File: src/rtl/lpm_pkg.sv
package lpm_pkg;

  // position of the looked-up address relative to the probed key
  typedef enum logic [1:0] {
    ORD_BELOW = 2'd0,
    ORD_EQUAL = 2'd1,
    ORD_ABOVE = 2'd2
  } ord_e;

  typedef enum logic {
    ST_IDLE  = 1'b0,
    ST_PROBE = 1'b1
  } st_e;

endpackage

File: src/rtl/lpm_entry_ram.sv
module lpm_entry_ram #(
  parameter int AW = 16,
  parameter int HW = 16,
  parameter int LG = 4
) (
  input  logic          clk,
  input  logic          wr_en,
  input  logic [LG-1:0] wr_idx,
  input  logic [AW-1:0] wr_key,
  input  logic [HW-1:0] wr_eq,
  input  logic [HW-1:0] wr_gt,
  input  logic          rd_en,
  input  logic [LG-1:0] rd_idx,
  output logic [AW-1:0] rd_key,
  output logic [HW-1:0] rd_eq,
  output logic [HW-1:0] rd_gt
);
  localparam int DEPTH = 1 << LG;

  logic [AW-1:0] key_mem [DEPTH];
  logic [HW-1:0] eq_mem  [DEPTH];
  logic [HW-1:0] gt_mem  [DEPTH];

  always_ff @(posedge clk) begin
    if (wr_en) begin
      key_mem[wr_idx] <= wr_key;
      eq_mem[wr_idx]  <= wr_eq;
      gt_mem[wr_idx]  <= wr_gt;
    end
    if (rd_en) begin
      rd_key <= key_mem[rd_idx];
      rd_eq  <= eq_mem[rd_idx];
      rd_gt  <= gt_mem[rd_idx];
    end
  end

endmodule

File: src/rtl/lpm_key_cmp.sv
module lpm_key_cmp
  import lpm_pkg::*;
#(
  parameter int AW = 16
) (
  input  logic [AW-1:0] addr,
  input  logic [AW-1:0] key,
  output ord_e          ord
);

  function automatic ord_e order_of(input logic [AW-1:0] a, input logic [AW-1:0] k);
    ord_e r;
    if (a == k)     r = ORD_EQUAL;
    else if (a < k) r = ORD_BELOW;
    else            r = ORD_ABOVE;
    return r;
  endfunction

  assign ord = order_of(addr, key);

endmodule

File: src/rtl/lpm_probe_fsm.sv
module lpm_probe_fsm
  import lpm_pkg::*;
#(
  parameter int            AW          = 16,
  parameter int            HW          = 16,
  parameter int            LG          = 4,
  parameter logic [HW-1:0] DEFAULT_HOP = '0
) (
  input  logic          clk,
  input  logic          rst_n,
  input  logic          req_valid,
  output logic          req_ready,
  input  logic [AW-1:0] req_addr,
  output logic [AW-1:0] search_addr,
  output logic          rd_en,
  output logic [LG-1:0] rd_idx,
  input  ord_e          probe_ord,
  input  logic [HW-1:0] rd_eq,
  input  logic [HW-1:0] rd_gt,
  output logic          rsp_valid,
  output logic [HW-1:0] rsp_hop,
  output logic          rsp_miss
);
  localparam int            CW      = $clog2(LG + 2) + 1;
  localparam logic [LG-1:0] TOP_BIT = LG'(1) << (LG - 1);

  // halve the probe step; the first step after slot 0 is the top bit
  function automatic logic [LG-1:0] step_after(input logic first, input logic [LG-1:0] b);
    return first ? TOP_BIT : (b >> 1);
  endfunction

  st_e           st_q;
  logic [AW-1:0] addr_q;
  logic [LG-1:0] base_q, bit_q;
  logic          first_q;
  logic [HW-1:0] best_q;
  logic [CW-1:0] rdcnt_q;

  // named internal events
  logic          req_fire, probing, probe_eq, probe_below, probe_above;
  logic          last_probe, probe_done, miss_exit;
  logic [LG-1:0] cur_idx, base_n, bit_n;
  logic [HW-1:0] best_n;

  assign req_ready   = (st_q == ST_IDLE);
  assign req_fire    = req_valid && req_ready;
  assign search_addr = addr_q;
  assign probing     = (st_q == ST_PROBE);
  assign probe_eq    = probing && (probe_ord == ORD_EQUAL);
  assign probe_below = probing && (probe_ord == ORD_BELOW);
  assign probe_above = probing && (probe_ord == ORD_ABOVE);
  assign cur_idx     = base_q | bit_q;
  assign last_probe  = probing && !first_q && bit_q[0];
  assign miss_exit   = first_q && probe_below;
  assign probe_done  = probe_eq || miss_exit || last_probe;

  assign base_n = (probe_above && !first_q) ? cur_idx : base_q;
  assign best_n = probe_above ? rd_gt : best_q;
  assign bit_n  = step_after(first_q, bit_q);

  assign rd_en  = req_fire || (probing && !probe_done);
  assign rd_idx = probing ? (base_n | bit_n) : '0;

  always_ff @(posedge clk or negedge rst_n) begin
    if (!rst_n) begin
      st_q      <= ST_IDLE;
      addr_q    <= '0;
      base_q    <= '0;
      bit_q     <= '0;
      first_q   <= 1'b0;
      best_q    <= DEFAULT_HOP;
      rdcnt_q   <= '0;
      rsp_valid <= 1'b0;
      rsp_hop   <= DEFAULT_HOP;
      rsp_miss  <= 1'b0;
    end else begin
      rsp_valid <= 1'b0;
      if (req_fire)   rdcnt_q <= CW'(1);
      else if (rd_en) rdcnt_q <= rdcnt_q + CW'(1);
      case (st_q)
        ST_IDLE: begin
          if (req_fire) begin
            st_q    <= ST_PROBE;
            addr_q  <= req_addr;
            base_q  <= '0;
            bit_q   <= '0;
            first_q <= 1'b1;
            best_q  <= DEFAULT_HOP;
          end
        end
        default: begin
          base_q  <= base_n;
          bit_q   <= bit_n;
          first_q <= 1'b0;
          best_q  <= best_n;
          if (probe_done) begin
            st_q      <= ST_IDLE;
            rsp_valid <= 1'b1;
            if (probe_eq) begin
              rsp_hop  <= rd_eq;
              rsp_miss <= 1'b0;
            end else if (miss_exit) begin
              rsp_hop  <= DEFAULT_HOP;
              rsp_miss <= 1'b1;
            end else begin
              rsp_hop  <= best_n;
              rsp_miss <= 1'b0;
            end
          end
        end
      endcase
    end
  end


  ready_drop_chk: assert property (@(posedge clk) disable iff (!rst_n)
    req_fire |=> !req_ready);

  rsp_pulse_chk: assert property (@(posedge clk) disable iff (!rst_n)
    rsp_valid |=> !rsp_valid);

  eq_exit_chk: assert property (@(posedge clk) disable iff (!rst_n)
    probe_eq |=> (rsp_valid && !rsp_miss && rsp_hop == $past(rd_eq)));

  below_first_chk: assert property (@(posedge clk) disable iff (!rst_n)
    (probing && first_q && probe_ord == ORD_BELOW) |=> (rsp_valid && rsp_miss));

  miss_hop_chk: assert property (@(posedge clk) disable iff (!rst_n)
    (rsp_valid && rsp_miss) |-> (rsp_hop == DEFAULT_HOP));

  read_budget_chk: assert property (@(posedge clk) disable iff (!rst_n)
    rdcnt_q <= CW'(LG + 1));

  probe_bit_chk: assert property (@(posedge clk) disable iff (!rst_n)
    $onehot0(bit_q));

endmodule

File: src/rtl/lpm_range_lookup.sv
module lpm_range_lookup
  import lpm_pkg::*;
#(
  parameter int            AW          = 16,
  parameter int            HW          = 16,
  parameter int            LG          = 4,
  parameter logic [HW-1:0] DEFAULT_HOP = '0
) (
  input  logic          clk,
  input  logic          rst_n,
  input  logic          tbl_we,
  input  logic [LG-1:0] tbl_idx,
  input  logic [AW-1:0] tbl_key,
  input  logic [HW-1:0] tbl_eq_hop,
  input  logic [HW-1:0] tbl_gt_hop,
  input  logic          req_valid,
  output logic          req_ready,
  input  logic [AW-1:0] req_addr,
  output logic          rsp_valid,
  output logic [HW-1:0] rsp_hop,
  output logic          rsp_miss
);
  logic          rd_en;
  logic [LG-1:0] rd_idx;
  logic [AW-1:0] rd_key, search_addr;
  logic [HW-1:0] rd_eq, rd_gt;
  ord_e          probe_ord;

  lpm_entry_ram #(.AW(AW), .HW(HW), .LG(LG)) u_ram (
    .clk    (clk),
    .wr_en  (tbl_we),
    .wr_idx (tbl_idx),
    .wr_key (tbl_key),
    .wr_eq  (tbl_eq_hop),
    .wr_gt  (tbl_gt_hop),
    .rd_en  (rd_en),
    .rd_idx (rd_idx),
    .rd_key (rd_key),
    .rd_eq  (rd_eq),
    .rd_gt  (rd_gt)
  );

  lpm_key_cmp #(.AW(AW)) u_cmp (
    .addr (search_addr),
    .key  (rd_key),
    .ord  (probe_ord)
  );

  lpm_probe_fsm #(.AW(AW), .HW(HW), .LG(LG), .DEFAULT_HOP(DEFAULT_HOP)) u_fsm (
    .clk         (clk),
    .rst_n       (rst_n),
    .req_valid   (req_valid),
    .req_ready   (req_ready),
    .req_addr    (req_addr),
    .search_addr (search_addr),
    .rd_en       (rd_en),
    .rd_idx      (rd_idx),
    .probe_ord   (probe_ord),
    .rd_eq       (rd_eq),
    .rd_gt       (rd_gt),
    .rsp_valid   (rsp_valid),
    .rsp_hop     (rsp_hop),
    .rsp_miss    (rsp_miss)
  );

endmodule

File: config.mk
export PLATFORM = sky130hd
export DESIGN_NAME = lpm_range_lookup
export DESIGN_NICKNAME = d
export VERILOG_FILES = /design/src/rtl/lpm_pkg.sv /design/src/rtl/lpm_entry_ram.sv /design/src/rtl/lpm_key_cmp.sv /design/src/rtl/lpm_probe_fsm.sv /design/src/rtl/lpm_range_lookup.sv
export SDC_FILE = /design/constraint.sdc
export NUM_CORES = 1
export LEC_CHECK = 0
export CAP_MARGIN = 10
export CORE_MARGIN = 4
export CORE_UTILIZATION = 55
export CTS_CLUSTER_SIZE = 25
export DETAILED_ROUTE_END_ITERATION = 16
export DONT_BUFFER_PORTS = 1
export PLACE_DENSITY = 0.71
export SKIP_CTS_REPAIR_TIMING = 1
export SYNTH_ARGS = -nofsm -noshare
export SYNTH_HDL_FRONTEND = slang
export SYNTH_SLANG_ARGS = --single-unit
File: constraint.sdc
create_clock -name clk -period 13.4 [get_ports clk]
set_input_delay 0.67 -clock clk [delete_from_list [all_inputs] [get_ports clk]]
set_output_delay 0.67 -clock clk [all_outputs]
set_load 0.05 [all_outputs]
Word-level counts from Yosys, hierarchy flattened
Memory sizes are Yosys's and may differ from the RTL's. A register that Yosys moved wholly into a read port is not among the register bits.
Index checks and enable logic that the tools add are counted.

word-level totals
  bits in registers = 60
  RAM bits = 768
  input bits = 72
  word-level logic and storage cells = 61
  memories kept = 3

cells by class
  magnitude comparators = 1
  equality and inequality tests = 3
  muxes and demuxes = 24
  bitwise operators = 3
  reductions and logical operators = 18

memory list
  name           depth  bits a word  read ports  clocked after memory_dff  write ports  RTL line             RTL
  u_ram.eq_mem   16     16           1           1                         1            lpm_entry_ram.sv:21  logic [HW-1:0] eq_mem [DEPTH];
  u_ram.gt_mem   16     16           1           1                         1            lpm_entry_ram.sv:22  logic [HW-1:0] gt_mem [DEPTH];
  u_ram.key_mem  16     16           1           1                         1            lpm_entry_ram.sv:20  logic [AW-1:0] key_mem [DEPTH];

operators with widths
  cell                                                                    count
  16-bit 2-to-1 mux                                                       5
  4-bit 2-to-1 mux                                                        6
  16-bit equality test                                                    1
  16-bit less-than comparator                                             1
  1-bit 2-to-1 mux                                                        11
  1-bit logical AND                                                       9
  4-bit OR                                                                2
  2-bit 2-to-1 mux                                                        2
  2-bit AND reduction                                                     2
  1-bit logical OR                                                        3
  2-bit by 1-bit equality test with 1-bit output (second input constant)  1
  2-bit equality test (second input constant)                             1
  1-bit zero test                                                         2
  2-bit zero test                                                         1
  2-bit nonzero test                                                      1
  1-bit inverter                                                          1

Longest topological paths before layout
  depth after elaboration = 11
  mapped depth = 13

Hierarchy
From an unflattened synthesis, not the netlist that was laid out.

second synthesis, totals
  cells, all modules = 1571
  area, all modules = 33833.7 sq um

by module, submodules not included
  module         times used  cells an instance  area an instance (sq um)  seq. area each (sq um)
  lpm_entry_ram  1           1242               30171.4                   24503.5
  lpm_probe_fsm  1           274                3256.9                    1501.4
  lpm_key_cmp    1           55                 405.4                     0.0

Worst setup path before layout
No wires, ideal clock.

  path kind = input to register
  from = in tbl_idx[2]
  to = mem u_ram.eq_mem[0][0], enable pin
  setup time = 0.513 ns
  data arrival time = 4.461 ns
  data required time = 12.887 ns
  slack = 8.426 ns
  cell stages on the path = 2
  buffers on the path = 0
  cell sequence = or3b_2 > nor3_1

RTL lines
  what             RTL line                RTL
  start, declared  lpm_range_lookup.sv:12  input logic [LG-1:0] tbl_idx,
  end, declared    lpm_entry_ram.sv:21

No word-level cell before the write port.

Final worst setup path
  from = reg u_fsm.addr_q[7] (netlist: u_fsm.search_addr[7])
  to = reg u_ram.rd_key[4], read port of u_ram.key_mem (data pin)

on the way
  cells in the longest elaborated chain, start to end = 11
  elaborated cells between the ends (all ways) = 20

RTL lines
  what                                                                      RTL line             RTL
  start, declared                                                           lpm_probe_fsm.sv:33  logic [AW-1:0] addr_q;
  start signal, assigned                                                    lpm_probe_fsm.sv:84  addr_q <= req_addr;
  16-bit less-than comparator                                               lpm_key_cmp.sv:14    else if (a < k) r = ORD_BELOW;
  2-bit 2-to-1 mux                                                          lpm_key_cmp.sv:14
  2-bit 2-to-1 mux (*)                                                      lpm_key_cmp.sv:13    if (a == k) r = ORD_EQUAL;
  parallel branches: the longest is 8 deep, another holds 4-bit 2-to-1 mux  n/a
  end, declared                                                             lpm_entry_ram.sv:14  output logic [AW-1:0] rd_key,

Every way passes the cells marked *.
A chain may end at the register's enable or synchronous reset.

==> run summary <==
The run finished with clean final reports. The synthesized netlist occupies a cell area of 0.0355 mm². The run gives 22900 as the number of global-route vias before repair. The slowest cell on the critical path was buf_4. Among all flip-flop cells after synthesis, the most frequent one is edfxtp_1. The run gives 2 as the initial antenna violation count. Die height: 262 µm. The die span in x is 262 µm, and the pin count of the biggest net entering global routing is 145. At the placement stage, the worst setup path has a slack of 8570 ps. Based on the critical path, the design can be clocked at up to 0.199 GHz.

Launching element type of the critical path: a flip-flop. At the pin with the least slew margin, the transition time is 1160 ps. The top cell type by total area after synthesis was edfxtp_1. For this run, design rule violations remaining after detail routing come to 0. After detailed routing, the number of vias per cell comes to 6.86. The area added between synthesis and finish came out at 10.0%.

The largest single stage delay on the critical path is 830 ps. In this run the tool buffered the top-level ports with 0 buffer cells. For the worst-skew pair, the clock arrives at the later sink with an insertion delay of 640 ps. The worst setup path is captured at a flip-flop.

The tools report the total nets after synthesis as 2611. The number of flops mapped to enable cells by yosys came out at 816. At the end of the flow, the number of nets in the layout was 2535.

For this run, asynchronously set or reset flops after synthesis account for 6.85%. The total congestion overflow after global routing was 0. After routing, the total negative slack on setup checks comes to 0 ps. The initial DRC count was 3140. The die covers 0.0688 mm².

For the final HPWL from detailed placement, the log shows 46.2 mm. The number of clock buffers added by TritonCTS is 85. The most repeated library cell on the critical path was buf_4.

Cells with a size suffix above 1 make up 8.86% of the layout. In the final layout, the multi-input gates occupy 0.00841 mm². The min-delay analysis places its worst path in the category in2reg.

The filler cells instantiated in the layout total 4575. The peak ir drop on the vdd network was 0.165 mV. The final count of negative-setup-slack endpoints is 0, and the power density of the placed cells is 225 mW/mm². The worst hold path depth came out at 0. The tools report the worst slew margin relative to its limit as 22.7%. The total count of max-transition violations in the final report came out at 0. The synthesized flop and latch total works out to 876. Summing over every cut layer, the via total after detailed routing is 23100. The detailed-router iteration count before antenna repair was 5; the critical path required time was 13700 ps. The yosys synthesis warning count was 0; the number of endpoints with negative hold slack in the final report was 0. For this block, the routed nets add up to 99.6 mm of wire. Share of the cycle needed by the critical path after routing: 37.5%.

The setup path with the least slack is of type reg2reg. The gate count of the mapped netlist was 2523; the number of distinct library cell variants in the gate-level netlist after synthesis was 51. TritonCTS built the clock tree. Total number of clock tree sinks: 876.

The tree is rooted in a clkbuf_16. The library cell with the highest instance count after synthesis is edfxtp_1. The congestion estimate from routability-driven global placement came to 0.778. The first global-routing pass estimated 145 mm of wire.

The CTS H-tree depth was 3; the detail-routed net length per standard cell was 29.6 µm. Ranked by instance count, the synthesized netlist is headed by 816 x edfxtp_1, 381 x nand2_1, 138 x clkbuf_1, 122 x o21ai_0, 116 x inv_1. For the share of the yosys chip area belonging to registers, the log shows 73.2%.

For the final database, setup skew stands at 27.7 ps. By area the synthesized netlist is led by edfxtp_1 69%, dfrtp_1 4.2%, nand2_1 4.0%. The number of I/O pins is 91, and the number of cells on the worst reg-to-reg path is 11. The synthesized area per cell was 14.1 µm².

Walking the worst path, the cells encountered are ha_1, nand4_1, nor3_1, o21ai_0, a311oi_2, o311a_4, buf_4, buf_4, a311oi_1, a22oi_1, o211ai_1. For the placeable core region, the log shows 0.0635 mm². The share of synthesized area in the top cell type comes to 68.9%. The initial utilization of the core area, before any placement, comes to 55.9%. Data on the critical path arrives at its endpoint at 5320 ps. The buffer levels on the longest clock path was 3; the clock period minus final worst setup slack was 5020 ps.

Clock-pin slew was measured on the worst setup and hold paths at 60 ps. Setup repair after global routing left no endpoint under its margin. Global routing consumed, over all layers together, 27.9% of the routing resources. The run gives 0 as the post-detailed-route count of antenna-violating nets. Across the whole layout, storage elements account for 0.0260 mm². Of all nets on the critical path, the largest fanout is 76. The floorplan has 92 rows. In this run the static leakage power is 13.3 nW. Worst setup slack after layout: 8380 ps. Across the run, the number of max-cap violations was 0.
[cells in the final DEF, fill, tap and decap left out, types with 4 or more instances in the layout]
master / instances
mux2i_1: 16
o221ai_1: 96
clkinv_1: 18
a22oi_1: 49
nor2_4: 15
clkinv_2: 17
bufinv_16: 11
inv_1: 115
clkbuf_1: 15
buf_4: 43
nor3_2: 4
o21ai_0: 122
nand2b_1: 5
and3_1: 48
nor2_1: 8
o22ai_1: 15
clkbuf_16: 87
a211o_1: 48
a211oi_1: 48
dfrtp_1: 59
edfxtp_1: 816
mux2_2: 16
nand2_1: 378
a21oi_1: 104
ha_1: 16
a21o_1: 4
a32o_1: 49
nand3_1: 97
o211ai_1: 48
a311oi_1: 98
[metrics by stage]
stage	power, mW	instances	hold WS (ps)	utilization, %	cell area [µm²]
floorplan	5.44	2523	374	-	35500
global placement	6.26	3204	379	57.1	36300
detailed placement	6.34	3204	379	57.1	36300
CTS	8.74	3360	-301	61.5	39100
global route	9.12	3362	104	61.5	39100
finish	8.80	3364	116	61.6	39100
[worst paths after layout]
path / to / slack [ps] / from
setup reg to reg: u_ram.rd_key[4] / 8380 / u_fsm.search_addr[7]
hold / removal: u_ram.eq_mem[14][6] / 120 / tbl_eq_hop[6]
max in group asynchronous: u_fsm.probing / 12530 / rst_n
min in group asynchronous: u_fsm.bit_q[0] / 590 / rst_n
hold reg to reg: u_fsm.search_addr[9] / 480 / u_fsm.search_addr[9]
setup / recovery: u_ram.rd_key[4] / 8380 / u_fsm.search_addr[7]
[logic make-up after synthesis]
kind of cell / Yosys count / share of synthesized area (%)
AOI/OAI and AO/OA: 697 / 14.5
adders and majority gates: 16 / 0.563
buffers and inverters: 325 / 3.78
DFF: 876 / 73.2
muxes: 32 / 0.957
and+or+nand+nor: 577 / 7.06
[metal layers]
layer	vias up	routed length (µm)	track usage, %
li1	9660	-	-
met1	11600	37400	38.2
met2	1609	45500	42.6
met3	225	13700	8.63
met4	0	3050	10.8
met5	-	0	0
[critical path, delay by kind of cell, from the launching register on]
kind | cells | cell delay [ps]
fa+ha+maj | 1 | 320
compound gates | 6 | 1880
simple gates | 2 | 530
buf+inv | 2 | 1470
flops | 1 | 390
[power by group]
group / internal (mW) / switching [mW] / total [mW]
clock network: 1.42 / 1.01 / 2.43
logic: 0.893 / 1.92 / 2.81
registers: 3.29 / 0.266 / 3.56
total: 5.60 / 3.19 / 8.80
[sequential cells by signal (all words and copies together), names as in the netlist]
register	count
u_fsm.base_q	4
u_fsm.best_q	16
u_fsm.bit_q	4
u_fsm.first_q	1
u_fsm.probing	1
u_fsm.rsp_hop	16
u_fsm.rsp_miss	1
u_fsm.rsp_valid	1
u_fsm.search_addr	16
u_ram.eq_mem	256
u_ram.gt_mem	256
u_ram.key_mem	256
u_ram.rd_eq	16
u_ram.rd_gt	16
u_ram.rd_key	16
[final cells by class]
type,count,share of cell area (%)
tap,846,2.71
antenna,2,0.0128
sequential,876,66.5
clock buffer,105,5.82
clock inverter,51,1.39
timing repair buffer,46,0.972
multi-input combinational,1322,21.5
inverter,116,1.11
(Power assumes the default switching activity.)
